### config.mk
export PLATFORM = sky130hd
export DESIGN_NAME = flash_pe_ctrl
export DESIGN_NICKNAME = d
export VERILOG_FILES = /design/src/rtl/flash_pe_pkg.sv /design/src/rtl/flash_key_unlock.sv /design/src/rtl/flash_op_seq.sv /design/src/rtl/flash_array_stub.sv /design/src/rtl/flash_pe_ctrl.sv
export SDC_FILE = /design/constraint.sdc
export NUM_CORES = 2
export LEC_CHECK = 0
export ABC_AREA = 1
export BUFFER_PORTS_ARGS = -buffer_cell sky130_fd_sc_hd__clkbuf_2
export CAP_MARGIN = 20
export CORE_ASPECT_RATIO = 1.25
export CORE_MARGIN = 10
export CORE_UTILIZATION = 55
export DETAILED_ROUTE_END_ITERATION = 16
export PLACE_DENSITY_LB_ADDON = 0.15
export SLEW_MARGIN = 20
export SYNTH_ARGS = -nofsm -noshare
export SYNTH_HDL_FRONTEND = slang
export SYNTH_HIERARCHICAL = 1
export SYNTH_SLANG_ARGS = --single-unit
### constraint.sdc
create_clock -name clk -period 162.2 [get_ports clk]
set_input_delay 32.44 -clock clk [delete_from_list [all_inputs] [get_ports clk]]
set_output_delay 32.44 -clock clk [all_outputs]
set_load 0.01 [all_outputs]
### src/rtl/flash_pe_pkg.sv
`timescale 1ns/1ps
package flash_pe_pkg;
  localparam logic [31:0] KEY_A = 32'h4567_0123;
  localparam logic [31:0] KEY_B = 32'hCDEF_89AB;

  localparam logic [2:0] RI_KEY  = 3'd0;
  localparam logic [2:0] RI_OKEY = 3'd1;
  localparam logic [2:0] RI_STAT = 3'd2;
  localparam logic [2:0] RI_CTRL = 3'd3;
  localparam logic [2:0] RI_ADDR = 3'd4;

  localparam int CB_PG    = 0;
  localparam int CB_PER   = 1;
  localparam int CB_MER   = 2;
  localparam int CB_OPTPG = 4;
  localparam int CB_OPTER = 5;
  localparam int CB_STRT  = 6;
  localparam int CB_LOCK  = 7;

  localparam int SB_BSY   = 0;
  localparam int SB_PGERR = 2;
  localparam int SB_WPERR = 4;
  localparam int SB_EOP   = 5;

  typedef enum logic [1:0] {OP_PROG = 2'd0, OP_PAGE = 2'd1, OP_MASS = 2'd2} op_kind_t;
  typedef enum logic [1:0] {KS_IDLE = 2'd0, KS_HALF = 2'd1, KS_OPEN = 2'd2, KS_DEAD = 2'd3} key_state_t;
  typedef enum logic [1:0] {RES_DONE = 2'd0, RES_BUSY = 2'd1, RES_PGERR = 2'd2, RES_WPERR = 2'd3} op_res_t;
endpackage

### src/rtl/flash_key_unlock.sv
`timescale 1ns/1ps
module flash_key_unlock
  import flash_pe_pkg::*;
(
  input  logic        clk,
  input  logic        rst_n,
  input  logic        key_wr,
  input  logic [31:0] key_data,
  input  logic        relock,
  output logic        open
);
  key_state_t st_q, st_d;

  always_comb begin
    st_d = st_q;
    if (relock) begin
      st_d = (st_q == KS_DEAD) ? KS_DEAD : KS_IDLE;
    end else begin
      case (st_q)
        KS_IDLE: if (key_wr) st_d = (key_data == KEY_A) ? KS_HALF : KS_DEAD;
        KS_HALF: if (key_wr) st_d = (key_data == KEY_B) ? KS_OPEN : KS_DEAD;
        KS_OPEN: st_d = KS_OPEN;
        default: st_d = KS_DEAD;
      endcase
    end
  end

  always_ff @(posedge clk or negedge rst_n) begin
    if (!rst_n) st_q <= KS_IDLE;
    else        st_q <= st_d;
  end

  assign open = (st_q == KS_OPEN);

  p_open_after_keyb_r2: assert property (@(posedge clk) disable iff (!rst_n)
    $rose(open) |-> $past(key_wr && key_data == KEY_B));
  p_dead_sticky_r3: assert property (@(posedge clk) disable iff (!rst_n)
    (st_q == KS_DEAD) |=> (st_q == KS_DEAD));
endmodule

### src/rtl/flash_op_seq.sv
`timescale 1ns/1ps
module flash_op_seq
  import flash_pe_pkg::*;
#(
  parameter int OP_LAT = 4,
  parameter int IDX_W  = 7,
  parameter int PG_W   = 3
) (
  input  logic             clk,
  input  logic             rst_n,
  input  logic             start,
  input  op_kind_t         st_kind,
  input  logic [IDX_W-1:0] st_idx,
  input  logic [15:0]      st_data,
  input  logic [PG_W-1:0]  st_page,
  input  logic             err_pg,
  input  logic             err_wp,
  input  logic             clr_pg,
  input  logic             clr_wp,
  input  logic             clr_eop,
  output logic             busy,
  output logic             done,
  output op_kind_t         op_kind,
  output logic [IDX_W-1:0] op_idx,
  output logic [15:0]      op_data,
  output logic [PG_W-1:0]  op_page,
  output logic             pgerr,
  output logic             wperr,
  output logic             eop
);
  localparam int CNT_W = $clog2(OP_LAT + 1);
  localparam logic [CNT_W-1:0] CNT_LOAD = CNT_W'(OP_LAT - 1);

  logic             busy_q, busy_d;
  logic [CNT_W-1:0] cnt_q, cnt_d;
  op_kind_t         kind_q, kind_d;
  logic [IDX_W-1:0] idx_q, idx_d;
  logic [15:0]      data_q, data_d;
  logic [PG_W-1:0]  page_q, page_d;
  logic             pgerr_q, pgerr_d, wperr_q, wperr_d, eop_q, eop_d;

  assign done = busy_q && (cnt_q == '0);

  always_comb begin
    busy_d = busy_q;
    cnt_d  = cnt_q;
    kind_d = kind_q;
    idx_d  = idx_q;
    data_d = data_q;
    page_d = page_q;
    if (done) begin
      busy_d = 1'b0;
    end else if (busy_q) begin
      cnt_d = cnt_q - 1'b1;
    end else if (start) begin
      busy_d = 1'b1;
      cnt_d  = CNT_LOAD;
      kind_d = st_kind;
      idx_d  = st_idx;
      data_d = st_data;
      page_d = st_page;
    end
    pgerr_d = err_pg | (pgerr_q & ~clr_pg);
    wperr_d = err_wp | (wperr_q & ~clr_wp);
    eop_d   = done   | (eop_q   & ~clr_eop);
  end

  always_ff @(posedge clk or negedge rst_n) begin
    if (!rst_n) begin
      busy_q  <= 1'b0;
      cnt_q   <= '0;
      kind_q  <= OP_PROG;
      idx_q   <= '0;
      data_q  <= '0;
      page_q  <= '0;
      pgerr_q <= 1'b0;
      wperr_q <= 1'b0;
      eop_q   <= 1'b0;
    end else begin
      busy_q  <= busy_d;
      cnt_q   <= cnt_d;
      kind_q  <= kind_d;
      idx_q   <= idx_d;
      data_q  <= data_d;
      page_q  <= page_d;
      pgerr_q <= pgerr_d;
      wperr_q <= wperr_d;
      eop_q   <= eop_d;
    end
  end

  assign busy    = busy_q;
  assign op_kind = kind_q;
  assign op_idx  = idx_q;
  assign op_data = data_q;
  assign op_page = page_q;
  assign pgerr   = pgerr_q;
  assign wperr   = wperr_q;
  assign eop     = eop_q;

  p_launch_r6: assert property (@(posedge clk) disable iff (!rst_n)
    (start && !busy_q) |=> busy_q);
  p_hold_while_busy_r10: assert property (@(posedge clk) disable iff (!rst_n)
    (busy_q && cnt_q != '0) |=> (busy_q && $stable(idx_q) && $stable(kind_q) && $stable(data_q)));
  p_eop_after_done_r11: assert property (@(posedge clk) disable iff (!rst_n)
    done |=> eop_q);
  p_pgerr_sticky_r11: assert property (@(posedge clk) disable iff (!rst_n)
    (pgerr_q && !clr_pg) |=> pgerr_q);
endmodule

### src/rtl/flash_array_stub.sv
`timescale 1ns/1ps
module flash_array_stub
  import flash_pe_pkg::*;
#(
  parameter int ADDR_W     = 8,
  parameter int PAGE_SHIFT = 5
) (
  input  logic                           clk,
  input  logic                           rst_n,
  input  logic                           commit,
  input  op_kind_t                       kind,
  input  logic [ADDR_W-2:0]              idx,
  input  logic [15:0]                    data,
  input  logic [ADDR_W-PAGE_SHIFT-1:0]   page,
  input  logic [ADDR_W-2:0]              rd_idx,
  output logic [15:0]                    rd_data
);
  localparam int IDX_W = ADDR_W - 1;
  localparam int NHW   = 1 << IDX_W;
  localparam int SUB_W = PAGE_SHIFT - 1;

  logic [NHW-1:0][15:0] mem_q, mem_d;

  always_comb begin
    mem_d = mem_q;
    if (commit) begin
      case (kind)
        OP_PROG: mem_d[idx] = data;
        OP_PAGE: begin
          for (int i = 0; i < NHW; i++) begin
            if ((IDX_W'(i) >> SUB_W) == IDX_W'(page)) mem_d[i] = 16'hFFFF;
          end
        end
        default: mem_d = '1;
      endcase
    end
  end

  always_ff @(posedge clk or negedge rst_n) begin
    if (!rst_n)      mem_q <= '1;
    else if (commit) mem_q <= mem_d;
  end

  assign rd_data = mem_q[rd_idx];

  p_mass_blank_r8: assert property (@(posedge clk) disable iff (!rst_n)
    (commit && kind == OP_MASS) |=> (mem_q == '1));
  p_prog_lands_r6: assert property (@(posedge clk) disable iff (!rst_n)
    (commit && kind == OP_PROG) |=> (mem_q[$past(idx)] == $past(data)));
endmodule

### src/rtl/flash_pe_ctrl.sv
`timescale 1ns/1ps
module flash_pe_ctrl
  import flash_pe_pkg::*;
#(
  parameter int ADDR_W     = 8,
  parameter int PAGE_SHIFT = 5,
  parameter int OP_LAT     = 4,
  parameter int NPAGES     = 1 << (ADDR_W - PAGE_SHIFT)
) (
  input  logic              clk,
  input  logic              rst_n,
  input  logic              reg_wr,
  input  logic [2:0]        reg_idx,
  input  logic [31:0]       reg_wdata,
  output logic [31:0]       reg_rdata,
  input  logic              mem_wr,
  input  logic [ADDR_W-1:0] mem_addr,
  input  logic [15:0]       mem_wdata,
  output logic [15:0]       mem_rdata,
  input  logic [NPAGES-1:0] wp_mask,
  output logic              busy,
  output logic [1:0]        op_state
);
  localparam int IDX_W = ADDR_W - 1;
  localparam int PG_W  = ADDR_W - PAGE_SHIFT;

  // reset: asynchronous assert, synchronous release
  logic rst_q1, rst_sync_n;
  always_ff @(posedge clk or negedge rst_n) begin
    if (!rst_n) begin
      rst_q1     <= 1'b0;
      rst_sync_n <= 1'b0;
    end else begin
      rst_q1     <= 1'b1;
      rst_sync_n <= rst_q1;
    end
  end

  // key units: 0 guards the control register, 1 the option bits
  logic [1:0] key_hit, key_open;
  logic       relock, ctrl_open, opt_open;
  assign key_hit[0] = reg_wr && (reg_idx == RI_KEY);
  assign key_hit[1] = reg_wr && (reg_idx == RI_OKEY);

  for (genvar k = 0; k < 2; k++) begin : g_key
    flash_key_unlock u_key (
      .clk      (clk),
      .rst_n    (rst_sync_n),
      .key_wr   (key_hit[k]),
      .key_data (reg_wdata),
      .relock   (relock),
      .open     (key_open[k])
    );
  end
  assign ctrl_open = key_open[0];
  assign opt_open  = key_open[1];

  // control and address registers
  logic              pg_q, per_q, mer_q, optpg_q, opter_q;
  logic              pg_d, per_d, mer_d, optpg_d, opter_d;
  logic [ADDR_W-1:0] addr_q, addr_d;
  logic              ctrl_wr_ok, addr_wr_ok, strt;

  assign ctrl_wr_ok = reg_wr && (reg_idx == RI_CTRL) && ctrl_open && !busy;
  assign addr_wr_ok = reg_wr && (reg_idx == RI_ADDR) && !busy;
  assign relock     = ctrl_wr_ok && reg_wdata[CB_LOCK];
  assign strt       = ctrl_wr_ok && !reg_wdata[CB_LOCK] && reg_wdata[CB_STRT]
                      && (reg_wdata[CB_MER] || reg_wdata[CB_PER]);

  always_comb begin
    pg_d    = pg_q;
    per_d   = per_q;
    mer_d   = mer_q;
    optpg_d = optpg_q;
    opter_d = opter_q;
    addr_d  = addr_q;
    if (relock) begin
      pg_d    = 1'b0;
      per_d   = 1'b0;
      mer_d   = 1'b0;
      optpg_d = 1'b0;
      opter_d = 1'b0;
    end else if (ctrl_wr_ok) begin
      pg_d  = reg_wdata[CB_PG];
      per_d = reg_wdata[CB_PER];
      mer_d = reg_wdata[CB_MER];
      if (opt_open) begin
        optpg_d = reg_wdata[CB_OPTPG];
        opter_d = reg_wdata[CB_OPTER];
      end
    end
    if (addr_wr_ok) addr_d = reg_wdata[ADDR_W-1:0];
  end

  always_ff @(posedge clk or negedge rst_sync_n) begin
    if (!rst_sync_n) begin
      pg_q    <= 1'b0;
      per_q   <= 1'b0;
      mer_q   <= 1'b0;
      optpg_q <= 1'b0;
      opter_q <= 1'b0;
      addr_q  <= '0;
    end else begin
      pg_q    <= pg_d;
      per_q   <= per_d;
      mer_q   <= mer_d;
      optpg_q <= optpg_d;
      opter_q <= opter_d;
      addr_q  <= addr_d;
    end
  end

  // request decode and protection / erased checks
  logic [PG_W-1:0]  mem_page, er_page;
  logic [IDX_W-1:0] mem_idx;
  logic             prog_req, wp_prog, wp_erase, cell_erased;
  logic             start, err_pg, err_wp;
  op_kind_t         st_kind;

  assign mem_page    = mem_addr[ADDR_W-1:PAGE_SHIFT];
  assign mem_idx     = mem_addr[ADDR_W-1:1];
  assign er_page     = addr_q[ADDR_W-1:PAGE_SHIFT];
  assign cell_erased = (mem_rdata == 16'hFFFF);
  assign prog_req    = mem_wr && pg_q && !busy && !strt;
  assign wp_prog     = wp_mask[mem_page];
  assign wp_erase    = reg_wdata[CB_MER] ? (|wp_mask) : wp_mask[er_page];

  always_comb begin
    st_kind = OP_PROG;
    if (strt) st_kind = reg_wdata[CB_MER] ? OP_MASS : OP_PAGE;
  end

  assign start  = (strt && !wp_erase) || (prog_req && !wp_prog && cell_erased);
  assign err_wp = (strt && wp_erase) || (prog_req && wp_prog);
  assign err_pg = prog_req && !wp_prog && !cell_erased;

  logic             clr_wr, done, pgerr, wperr, eop;
  op_kind_t         op_kind;
  logic [IDX_W-1:0] op_idx;
  logic [15:0]      op_data;
  logic [PG_W-1:0]  op_page;

  assign clr_wr = reg_wr && (reg_idx == RI_STAT);

  flash_op_seq #(.OP_LAT(OP_LAT), .IDX_W(IDX_W), .PG_W(PG_W)) u_seq (
    .clk     (clk),
    .rst_n   (rst_sync_n),
    .start   (start),
    .st_kind (st_kind),
    .st_idx  (mem_idx),
    .st_data (mem_wdata),
    .st_page (er_page),
    .err_pg  (err_pg),
    .err_wp  (err_wp),
    .clr_pg  (clr_wr && reg_wdata[SB_PGERR]),
    .clr_wp  (clr_wr && reg_wdata[SB_WPERR]),
    .clr_eop (clr_wr && reg_wdata[SB_EOP]),
    .busy    (busy),
    .done    (done),
    .op_kind (op_kind),
    .op_idx  (op_idx),
    .op_data (op_data),
    .op_page (op_page),
    .pgerr   (pgerr),
    .wperr   (wperr),
    .eop     (eop)
  );

  flash_array_stub #(.ADDR_W(ADDR_W), .PAGE_SHIFT(PAGE_SHIFT)) u_arr (
    .clk     (clk),
    .rst_n   (rst_sync_n),
    .commit  (done),
    .kind    (op_kind),
    .idx     (op_idx),
    .data    (op_data),
    .page    (op_page),
    .rd_idx  (mem_idx),
    .rd_data (mem_rdata)
  );

  // read mux and prioritised result
  always_comb begin
    reg_rdata = '0;
    case (reg_idx)
      RI_STAT: begin
        reg_rdata[SB_BSY]   = busy;
        reg_rdata[SB_PGERR] = pgerr;
        reg_rdata[SB_WPERR] = wperr;
        reg_rdata[SB_EOP]   = eop;
      end
      RI_CTRL: begin
        reg_rdata[CB_PG]    = pg_q;
        reg_rdata[CB_PER]   = per_q;
        reg_rdata[CB_MER]   = mer_q;
        reg_rdata[CB_OPTPG] = optpg_q;
        reg_rdata[CB_OPTER] = opter_q;
        reg_rdata[CB_LOCK]  = !ctrl_open;
      end
      RI_ADDR: reg_rdata[ADDR_W-1:0] = addr_q;
      default: reg_rdata = '0;
    endcase
  end

  always_comb begin
    if (busy)       op_state = RES_BUSY;
    else if (pgerr) op_state = RES_PGERR;
    else if (wperr) op_state = RES_WPERR;
    else            op_state = RES_DONE;
  end

  p_locked_modes_r3: assert property (@(posedge clk) disable iff (!rst_sync_n)
    !ctrl_open |=> $stable({pg_q, per_q, mer_q}));
  p_opt_gate_r5: assert property (@(posedge clk) disable iff (!rst_sync_n)
    !opt_open |-> (!optpg_q && !opter_q));
  p_pgerr_no_launch_r7: assert property (@(posedge clk) disable iff (!rst_sync_n)
    err_pg |=> !busy);
  p_wperr_no_launch_r9: assert property (@(posedge clk) disable iff (!rst_sync_n)
    err_wp |=> !busy);
endmodule

# Yosys cells after proc, flatten, opt, wreduce, memory -nomap -nowiden
# Cells that the tools add are included.
# word_totals
register_bits	2102
latchBits	0
mem_bits_rw	0
mem_bits_ro	0
inputBits	71
elab_cells	316
n_memories	0
# op_classes
addsub	1
multipliers	0
n_div	0
magnitude_cmp	5
eq_ne	33
shift	0
mux	60
bitwise	11
n_reduce_logical	59
# ops
cell	count
$pmux 2048 s2	1
$bwmux 2048	1
$mux 16	10
$bmux 16 s7	1
$demux 16 s7	1
$eq 32x31->1 const B	1
$eq 32x32->1 const B	1
$mux 2	14
$logic_and 1x1->1	26
$reduce_and 2->1	12
$mux 1	21
$pmux 2 s3	3
$eq 16x16->1 const B	1
$lt 7x8->1 const B	2
$ne 2x1->1 const B	8
$eq 3x3->1 const A	4
$logic_not 3->1	3
$eq 2x2->1 const B	4
$lt 3x4->1 const B	2
$reduce_or 8->1	1
$ge 7x1->1 const B	1
$logic_not 1->1	7
$bmux 1 s3	2
$eq 2x1->1 const B	3
18 further kinds	39

# Depth between registers and ports, before layout
# depth
ltp_word	15
ltp_mapped	22
ltp_nobuf	18

# Modules after synthesis
# The synthesis kept the hierarchy.
# by_module_without_submodules
mod	instances	cells_each	area_per_inst_um2
flash_array_stub	1	11781	96154.7
flash_op_seq	1	156	1574.0
flash_pe_ctrl	1	189	1310.0
flash_key_unlock	2	80	404.1

# Worst setup path after synthesis
# Ideal clock, no wire load.
# synth_path
kind	input to output
start	input port mem_addr[1]
end	output port mem_rdata[9]
arrival_time_ns	33.858
path_slack_ns	95.902
path_stages	13
n_path_buf	4
path_cell_list	buf_2 inv_2 buf_2 buf_2 clkbuf_1 nand2_1 nand3_1 nand3_1 nand3_1 nand3_1 nand3_1 nand3_1 nand2_1
# synth_between
elab_chain_cells	2
# synth_lines
element	line_no	rtl
start, declared	flash_pe_ctrl.sv:17	input logic [ADDR_W-1:0] mem_addr,
$bmux 16 s7	flash_array_stub.sv:44	assign rd_data = mem_q[rd_idx];
$mux 16 (not written as such)	flash_array_stub.sv:44	
end, declared	flash_pe_ctrl.sv:19	output logic [15:0] mem_rdata,
# No other way between the ends. The select of a mux whose other input is x is not followed.

# Worst setup path in the final report
# layout_path
start	input port mem_addr[1]
end	output port mem_rdata[13]
# The elaborated chain is that of the path after synthesis.

==> flow_metrics.py <==
metrics = {
    "sta": {
        "final-hold-violation-count": 0,
        "rsz0062_at_grt": "no",
        "post-route-period-util_pct": 43.6,
        "whs_ns": 0.361,
        "slew_headroom_pct": 22.3,
        "setup_ws_ns": 91.49,
        "finalSetupTns_ns": 0,
        "final_max_slew_viol_count": 0,
        "fmax_mhz": 14.1,
        "setup_viol": 0,
        "skew_ns": 0.0284,
        "worstMarginPinSlew_ns": 1.17,
        "period_needed_ns": 70.71,
    },
    "power_and_ir_drop": {
        "internal-power_mw": 0.825,
        "max-vdd-ir-drop_v": 0.0000104,
        "seqPwrFrac_pct": 48.2,
        "swShare_pct": 25.1,
        "p_leak_nw": 38.3,
        "p_clk_share_pct": 44.1,
        "combinationalPowerShare_pct": 7.7,
        "power_density_nw_per_um2": 10.2,
        "switchingPower_mw": 0.276,
    },
    "clocking": {
        "cts_inserted_buffers": 205,
        "cts_tree": "done",
        "cts.sinks": 2102,
        "cts_setup_buffers": 0,
        "htreeDepth": 4,
        "ctsResizeCount": 0,
        "hold_buffers": 0,
        "path_clk_slew_ns": 0.06,
        "clk_latency_ns": 0.87,
        "cts_root_buf": "clkbuf_16",
        "cts.path.max_buffers": 3,
    },
    "synth": {
        "synth_edf_count": 0,
        "synth_ff_type": "dfstp_2",
        "syn_inst": 12286,
        "synthArstFlopShare_pct": 100,
        "synth.area.top_cells": "dfstp_2 (54%), nand2_1 (18%), nand3_1 (10%)",
        "synth_top_area_share_pct": 53.9,
        "synth.distinct_cells": 40,
        "syn_area_per_cell_um2": 8.13,
        "synth_seq_cells": 2102,
        "yosysWarnings": 6,
        "synth_seq_area_share_pct": 55.2,
        "syn_area_um2": 99800,
        "synth_top_area_cell": "dfstp_2",
    },
    "drt": {
        "top_layer": "met5",
        "vias": 83445,
        "m1WireLength_um": 124000,
        "wl_per_cell_um": 20.8,
        "drc": 0,
        "vias_per_cell": 5.87,
        "dr_wl_met3_um": 24500,
        "drt_iter0_drc": 8685,
        "drt_pass1_iterations": 6,
        "wl_um": 295000,
        "antenna_left": 0,
        "wl_met2_um": 134000,
    },
    "die": {
        "dieArea_um2": 199000,
        "ios": 122,
        "die_y_um": 496,
        "die_w_um": 401,
        "start_util_pct": 55.4,
        "core_um2": 180000,
        "fp-row-count": 174,
    },
    "finish": {
        "nets": 11744,
        "drive_above_1_share_pct": 23.9,
        "utilization_pct": 59.6,
        "final_common_cell": "nand2_1",
        "areaGrowthSynthToFinish_pct": 7.63,
        "final_cell_mix": "nand2_1 (4611), nand3_1 (2055), dfstp_2 (2048)",
    },
    "worst_setup_path": {
        "max_stage_delay_ns": 0.93,
        "crit_path_top_delay_cell": "buf_4",
        "crit_path_cell_trace": "buf_8, inv_8, buf_12, buf_12, buf_4, buf_4, nand2_1, nand3_1, nand3_1, nand3_1, nand3_1, nand3_1, nand3_1, nand2_1, clkbuf_2",
        "startpoint_type": "input pin",
        "critPathBufInv": 7,
        "reg2reg_to": "u_arr/mem_q[1796]",
        "critical_path_required_ns": 129.76,
        "path_depth": 15,
        "path_max_fanout": 181,
        "timing_worst_setup_path_type": "input pin to output pin",
        "worstPathArrival_ns": 38.27,
        "reg2reg_setup_slack_ns": 156.95,
        "crit_top_cell": "nand3_1",
        "r2r-start": "rst_sync_n",
        "crit_family": "buffers and inverters",
        "endpoint": "mem_rdata[13]",
        "rr_worst_depth": 5,
        "critPathLaunch": "mem_addr[1]",
        "crit_path_end_kind": "output pin",
    },
    "placement": {
        "port_buffers": 96,
        "place_ws_ns": 91.59,
        "place_hpwl_um": 167000,
        "gp_congestion": 0.886,
    },
    "global_routing": {
        "grt_use_total_pct": 28.9,
        "antenna_found_initial": 6,
        "grt_pass1_vias": 80054,
        "grt_overflow": 0,
        "grt_max_degree": 182,
        "grt_pass1_wl_um": 462000,
    },
    "hold_path": {
        "min_path_type": "flop to flop",
    },
    "status": {
        "outcome": "completed",
    },
    "flow_run": {
        "max_cap_violations": 0,
    },
}
==> per-layer routing <==
metal | global-route usage [%] | up-vias
met2 | 46.2 | 3345
met5 | 0 | -
met4 | 12.0 | 4
li1 | - | 39052
met3 | 5.89 | 579
met1 | 38.6 | 40465
==> logic make-up after synthesis <==
kind of cell,count (synthesis),share of synthesized area (%)
buffers and inverters,1227,5.27
and+or+nand+nor,6859,28.7
DFF,2102,55.2
other,2,0.00752
AOI/OAI and AO/OA,2086,10.6
adders and majority gates,10,0.125
==> state kept, by name (all words and copies together) (netlist names) <==
name	flops
u_arr/mem_q	2048
addr_q	8
optpg_q	1
per_q	1
u_seq/op_idx	7
u_seq/op_data	16
u_seq/op_kind	2
rst_q1	1
mer_q	1
pg_q	1
u_seq/pgerr	1
u_seq/eop	1
g_key.u_key/st_q	4
rst_sync_n	1
u_seq/busy	1
u_seq/wperr	1
u_seq/cnt_q	3
u_seq/op_page	3
opter_q	1
==> per-stage QoR <==
stage	total power [mW]	instance area, µm²	instances
floorplan	0.584	99900	12309
global placement	0.620	100000	13810
detailed placement	0.621	100000	13820
CTS	1.11	107000	14196
global route	1.14	107000	14209
finish	1.10	107000	14211
==> area by class of cell <==
type / instances / area (µm²)
Inverter: 106 / 429
Multi-Input combinational cell: 8980 / 39800
Tap cell: 2376 / 2970
Antenna cell: 3 / 7.51
Sequential cell: 2102 / 55200
Timing Repair Buffer: 268 / 2190
Clock buffer: 309 / 6180
Fill cell: 16079 / 72800
Clock inverter: 67 / 729
==> synthesized netlist by cell type, types with 8 or more instances <==
master and count:
o21ai_2 29, nand2_2 15, buf_4 35, inv_1 92, o21ai_1 1153, o21ai_0 882
clkbuf_1 697, ha_1 10, buf_6 18, nor3_1 9, dfrtp_1 54, inv_2 11
nor3_4 8, buf_1 91, nor2_1 68, nand2_1 4661, buf_2 278, nand3_1 2055
dfstp_2 2048, nand3_2 20
==> power by group through the flow <==
stage                     Clock (mW)  Combinational (mW)  Sequential, mW
after floorplan                    0              0.0441           0.540
after global placement             0              0.0816           0.539
after detailed placement           0              0.0824           0.539
after CTS                      0.494              0.0826           0.531
after global routing           0.516              0.0902           0.531
final                          0.486              0.0842           0.531
==> worst min path at each step <==
stage,start,to,slack (ns),depth (start not counted)
6_report,rst_q1,rst_sync_n,0.36,0
5_1_grt,rst_q1,rst_sync_n,0.37,0
4_1_cts,rst_q1,rst_sync_n,0.37,0
3_5_place_dp,rst_q1,rst_sync_n,0.34,0
3_3_place_gp,rst_q1,rst_sync_n,0.34,0
2_1_floorplan,rst_q1,rst_sync_n,0.33,0
==> worst reg2reg max path: cells and delay by family (launching register included) <==
family	cells	cell delay [ns]
buffers and inverters	5	4.29
DFF	1	0.98
Power figures use the tool's default switching activity.
